File: config.mk
export PLATFORM = sky130hd
export DESIGN_NAME = serial_csr
export DESIGN_NICKNAME = d
export VERILOG_FILES = /design/src/rtl/serial_csr_pkg.sv /design/src/rtl/serial_csr_ctrl.sv /design/src/rtl/serial_csr_datapath.sv /design/src/rtl/serial_csr.sv
export SDC_FILE = /design/constraint.sdc
export NUM_CORES = 1
export LEC_CHECK = 0
export BUFFER_PORTS_ARGS = -buffer_cell sky130_fd_sc_hd__buf_2
export CORE_AREA = 3 3 40 42
export DETAILED_ROUTE_END_ITERATION = 10
export DIE_AREA = 0 0 43 45
export PLACE_DENSITY = 0.55
export SYNTH_ARGS = -nofsm -noshare
export SYNTH_HDL_FRONTEND = slang
export SYNTH_SLANG_ARGS = --single-unit
File: constraint.sdc
create_clock -name clk -period 1 [get_ports clk]
set_input_delay 0.05 -clock clk [delete_from_list [all_inputs] [get_ports clk]]
set_output_delay 0.05 -clock clk [all_outputs]
set_load 0.01 [all_outputs]
File: src/rtl/serial_csr_pkg.sv
package serial_csr_pkg;
  localparam int REG_W = 8;
  localparam int TX_EN_BIT = 0;
  localparam int TX_EMPTY_BIT = 1;
  localparam int RX_EN_BIT = 2;
  localparam int RX_DONE_BIT = 3;
  localparam int OVR_BIT = 4;
  localparam int FRM_BIT = 5;
  localparam int PAR_BIT = 6;
  localparam int SUM_BIT = 7;
  localparam logic [REG_W-1:0] RESET_VAL = REG_W'(1) << TX_EMPTY_BIT;

  typedef struct packed {
    logic loadEnables;
    logic setTxEmpty;
    logic clrTxEmpty;
    logic setRxDone;
    logic clrRxDone;
    logic setOvr;
    logic clrOvr;
    logic setFrm;
    logic setPar;
    logic clrLineErr;
  } csrStrobes_t;
endpackage

File: src/rtl/serial_csr_ctrl.sv
module serial_csr_ctrl
  import serial_csr_pkg::*;
(
  input  logic        wrEn,
  input  logic        wrRxEnBit,
  input  logic        rxEnNow,
  input  logic        rxDoneNow,
  input  logic        txBufWrite,
  input  logic        txLoad,
  input  logic        rxFrameDone,
  input  logic        rxFrameErr,
  input  logic        rxParityErr,
  input  logic        rxLowRead,
  output csrStrobes_t strb
);
  logic rxDisableWr;
  logic frameTaken;

  always_comb begin
    rxDisableWr = wrEn && !wrRxEnBit;
    frameTaken  = rxFrameDone && rxEnNow;

    strb.loadEnables = wrEn;
    // buffer write beats a simultaneous load: fresh data is present
    strb.clrTxEmpty  = txBufWrite;
    strb.setTxEmpty  = txLoad && !txBufWrite;
    strb.setRxDone   = frameTaken;
    strb.clrRxDone   = rxLowRead;
    strb.setOvr      = frameTaken && rxDoneNow;
    strb.clrOvr      = rxDisableWr;
    strb.setFrm      = frameTaken && rxFrameErr;
    strb.setPar      = frameTaken && rxParityErr;
    strb.clrLineErr  = rxDisableWr || rxLowRead;
  end
endmodule

File: src/rtl/serial_csr_datapath.sv
module serial_csr_datapath
  import serial_csr_pkg::*;
(
  input  logic             clk,
  input  logic             rstN,
  input  csrStrobes_t      strb,
  input  logic             wrTxEnBit,
  input  logic             wrRxEnBit,
  input  logic             syncMode,
  output logic             rxEnQ,
  output logic             rxDoneQ,
  output logic [REG_W-1:0] regData
);
  logic txEnQ;
  logic txEmptyQ;
  logic ovrQ;
  logic frmQ;
  logic parQ;

  // set has priority over clear so no event is dropped
  function automatic logic nextFlag(input logic q, input logic setP, input logic clrP);
    return setP | (q & ~clrP);
  endfunction

  always_ff @(posedge clk or negedge rstN) begin
    if (!rstN) begin
      txEnQ    <= RESET_VAL[TX_EN_BIT];
      txEmptyQ <= RESET_VAL[TX_EMPTY_BIT];
      rxEnQ    <= RESET_VAL[RX_EN_BIT];
      rxDoneQ  <= RESET_VAL[RX_DONE_BIT];
      ovrQ     <= RESET_VAL[OVR_BIT];
      frmQ     <= RESET_VAL[FRM_BIT];
      parQ     <= RESET_VAL[PAR_BIT];
    end else begin
      if (strb.loadEnables) begin
        txEnQ <= wrTxEnBit;
        rxEnQ <= wrRxEnBit;
      end
      txEmptyQ <= nextFlag(txEmptyQ, strb.setTxEmpty, strb.clrTxEmpty);
      rxDoneQ  <= nextFlag(rxDoneQ, strb.setRxDone, strb.clrRxDone);
      ovrQ     <= nextFlag(ovrQ, strb.setOvr, strb.clrOvr);
      frmQ     <= nextFlag(frmQ, strb.setFrm, strb.clrLineErr);
      parQ     <= nextFlag(parQ, strb.setPar, strb.clrLineErr);
    end
  end

  logic frmVis;
  logic parVis;

  always_comb begin
    frmVis = frmQ && !syncMode;
    parVis = parQ && !syncMode;
    regData = '0;
    regData[TX_EN_BIT]    = txEnQ;
    regData[TX_EMPTY_BIT] = txEmptyQ;
    regData[RX_EN_BIT]    = rxEnQ;
    regData[RX_DONE_BIT]  = rxDoneQ;
    regData[OVR_BIT]      = ovrQ;
    regData[FRM_BIT]      = frmVis;
    regData[PAR_BIT]      = parVis;
    regData[SUM_BIT]      = !syncMode && (ovrQ || frmQ || parQ);
  end
endmodule

File: src/rtl/serial_csr.sv
module serial_csr
  import serial_csr_pkg::*;
(
  input  logic             clk,
  input  logic             rstN,
  input  logic             wrEn,
  input  logic [REG_W-1:0] wrData,
  input  logic             syncMode,
  input  logic             txBufWrite,
  input  logic             txLoad,
  input  logic             rxFrameDone,
  input  logic             rxFrameErr,
  input  logic             rxParityErr,
  input  logic             rxLowRead,
  output logic [REG_W-1:0] regData
);
  csrStrobes_t strb;
  logic rxEnQ;
  logic rxDoneQ;
  logic unusedWrBits;

  assign unusedWrBits = ^wrData;

  serial_csr_ctrl u_ctrl (
    .wrEn        (wrEn),
    .wrRxEnBit   (wrData[RX_EN_BIT]),
    .rxEnNow     (rxEnQ),
    .rxDoneNow   (rxDoneQ),
    .txBufWrite  (txBufWrite),
    .txLoad      (txLoad),
    .rxFrameDone (rxFrameDone),
    .rxFrameErr  (rxFrameErr),
    .rxParityErr (rxParityErr),
    .rxLowRead   (rxLowRead),
    .strb        (strb)
  );

  serial_csr_datapath u_dp (
    .clk       (clk),
    .rstN      (rstN),
    .strb      (strb),
    .wrTxEnBit (wrData[TX_EN_BIT]),
    .wrRxEnBit (wrData[RX_EN_BIT]),
    .syncMode  (syncMode),
    .rxEnQ     (rxEnQ),
    .rxDoneQ   (rxDoneQ),
    .regData   (regData)
  );
endmodule

==> run metrics <==
fillcell total around 150; Worst-path clk slew around 0.05 ns; Top Ports 26; antenna fix cells 0; root buf cell clkbuf_4; met2 wire length approximately 360 µm; slowest stage delay, CP between 0.3 and 0.4 ns; Cell Chain, Critical Path nor3_2 > nor2_1 > buf_2; drt first pass iters 1; initial antenna violation count 0; internal power 0.543 mW; via count around 280; syn_nets 52; critical-path cell with the highest stage delay dfrtp_1; delay-heaviest family, CP flip-flops; LEAKAGE around 0.24 nW; Final Non-Filler Cells slightly below 70; Synth Warn # 0; clk_lat worst skew 0.25 ns; Tot GR Track Use 0.0892; Sw Ratio 0.259; largest family of logic cells by synthesized area simple AND/OR/NAND/NOR gates; first-pass GRT wire length 1.15 mm; Tot Pwr 0.733 mW; post-synthesis mux area share 0.0645; # setup viols final 1; status finished, violations left; chip height 45 µm; Reg2Reg Depth 1; largest net degree at the start of global routing 8; Worst Path Max Fanout 3; critical path type reg2out; max cap viols 0; Die Wd around 43 µm; simple-gate share of the synthesized area 0.197; DRT met1 WL 268 µm; Port-buffer cells 19; FF/Latch Area between 150 and 200 µm²; vias in the first global route 267; share of layout cells above drive strength 1 0.491; Final Instance Area between 400 and 500 µm²; Avg Cell Area, Syn roughly 10 µm²; Worst Setup EP regData[7]; Critical Path AT between 0.9 and 1 ns; final WL 703 µm; Compound-Gate Fraction of Synth Area 0.0609; Yosys cell types 15; synthesis-to-finish area growth 34.4%; Final Skew around 0.0039 ns; R2R Setup Slk about 0.17 ns; Slew headroom 0.890; Post-Syn Area 349 µm²; fin crit share 1.03; Crit path depth 3; peak supply drop 581 µV; CTS tree built; Clock Path Buffers 2; final core utilization 0.365; Reg2Reg Launch Point u_dp.rxEnQ; combinational share of power 0.193; hold crit path type in2reg; die area ~1900 µm²; Routed WL per cell 10.3 µm; Clock Sinks 7; GR Overflow Total 0; pwr dens roughly 1600 nW/µm²; Iteration-0 DRC Markers 0; sequential share of power 0.460; Top Layer Used met4; drt drc 0; gp weighted congestion about 0.63; placed cell area around 400 µm²; Placed Cells 61; max frequency between 900 and 1000 MHz; switching pwr between 0.15 and 0.2 mW; endpoint class of the critical path primary output; Seq cells post-synth 7; Worst EP required about 0.95 ns; Via density 4.09; RSZ-0062 raised after global routing true; fin nets 72; area occupied by multi-input gates approximately 120 µm²; H-Tree Depth 1; WP buf/inv 1; XOR/XNOR share of the synthesized area 0; Clock power frac 0.346; detailed placement HPWL roughly 570 µm; R2R Path End u_dp.rxEnQ; Period minus WS final around 1.0 ns; wire length on met3 roughly 54 µm; Num CTS Buffers 3; Slew @ Worst Pin ~0.17 ns; final worst slack -0.0320 ns; Initial Utilization 0.272; CP Launch Type flop; Adder-Cell Fraction of Synth Area 0; Worst Setup SP u_dp.parQ; synthesized instance count 34; sequential area share after synthesis 0.505; final slew viol count 0; Site Rows 13; final hold vios 0; DRT antenna net count 0; Core ar. between 1000 and 1500 µm²; failing checks setup timing
[area by class of cell]
cell class	instances	area share
multi-input cells	18	0.251
well taps	15	0.0400
inverters	2	0.0160
repair buffers	22	0.261
flip-flops and latches	7	0.376
clock buffers	4	0.0560
[timing repair]
action,in CTS,in global routing
gates resized for setup,1,0
setup endpoints to repair,1,2
pin swaps,1,0
setup buffers,0,1
endpoints found under the hold margin,8,0
gates cloned,0,0
hold buffers,2,0
[logic make-up after synthesis]
group | Yosys count
AOI/OAI and AO/OA | 4
buffers and inverters | 9
DFF | 7
muxes | 2
and+or+nand+nor | 12
[power groups by stage]
stage | combinational [mW] | clock (mW) | sequential [mW]
2_1_floorplan | 0.101 | 0 | 0.336
5_1_grt | 0.157 | 0.289 | 0.343
3_5_place_dp | 0.132 | 0 | 0.341
4_1_cts | 0.139 | 0.268 | 0.339
3_3_place_gp | 0.130 | 0 | 0.340
6_report | 0.142 | 0.254 | 0.338
[layer usage]
metal	vias to the layer above	track usage
met2	11	0.141
met4	0	0.127
li1	141	-
met1	124	0.0868
met3	2	0.0120
met5	-	0
[cells in the mapped netlist]
cell | n | area, µm²
nor3_1 | 1 | 5.00
nor2b_1 | 2 | 12.5
o21ai_0 | 1 | 5.00
o22ai_1 | 1 | 6.26
nand3_1 | 2 | 10.0
inv_1 | 2 | 7.51
o21ai_1 | 2 | 10.0
dfrtp_1 | 6 | 150
nor2b_4 | 1 | 13.8
nor2_1 | 3 | 11.3
mux2_1 | 2 | 22.5
dfstp_2 | 1 | 26.3
buf_4 | 7 | 52.6
nand2_1 | 1 | 3.75
nand2b_1 | 2 | 12.5
[through the flow]
step | setup TNS (ns) | hold slack (ns) | worst slack, ns
after detailed placement | 0 | -0.109 | 0.186
after CTS | -0.0510 | 0.00481 | -0.0510
after global placement | 0 | -0.108 | 0.191
final | -0.0320 | 0.0120 | -0.0320
after floorplan | 0 | -0.246 | 0.215
after global routing | -0.0982 | 0.0227 | -0.0982
[how the worst min path moves through the flow]
stage | start | to | slack, ns | depth (start not counted)
global route | wrData[0] | u_dp.txEnQ | 0.02 | 2
detailed placement | rstN | u_dp.txEnQ | -0.11 | 1
floorplan | rstN | u_dp.frmQ | -0.25 | 0
finish | rxLowRead | u_dp.rxDoneQ | 0.01 | 2
CTS | rxLowRead | u_dp.rxDoneQ | 0.005 | 2
global placement | rstN | u_dp.txEnQ | -0.11 | 1
[cells in the final DEF, fill, tap and decap left out, types with 2 or more instances in the layout]
master	netlist	routed
buf_2	0	19
mux2_1	2	2
clkbuf_4	0	3
nor2_1	3	3
inv_1	2	2
dfrtp_1	6	6
dlygate4sd3_1	0	2
nor2b_1	2	2
nand3_1	2	2
o21ai_1	2	2
nand2b_1	2	2
[state kept, by name (all words and copies together), names as in the netlist]
register       count
u_dp.ovrQ          1
u_dp.rxEnQ         1
u_dp.txEmptyQ      1
u_dp.parQ          1
u_dp.rxDoneQ       1
u_dp.txEnQ         1
u_dp.frmQ          1
(Power assumes the default switching activity.)
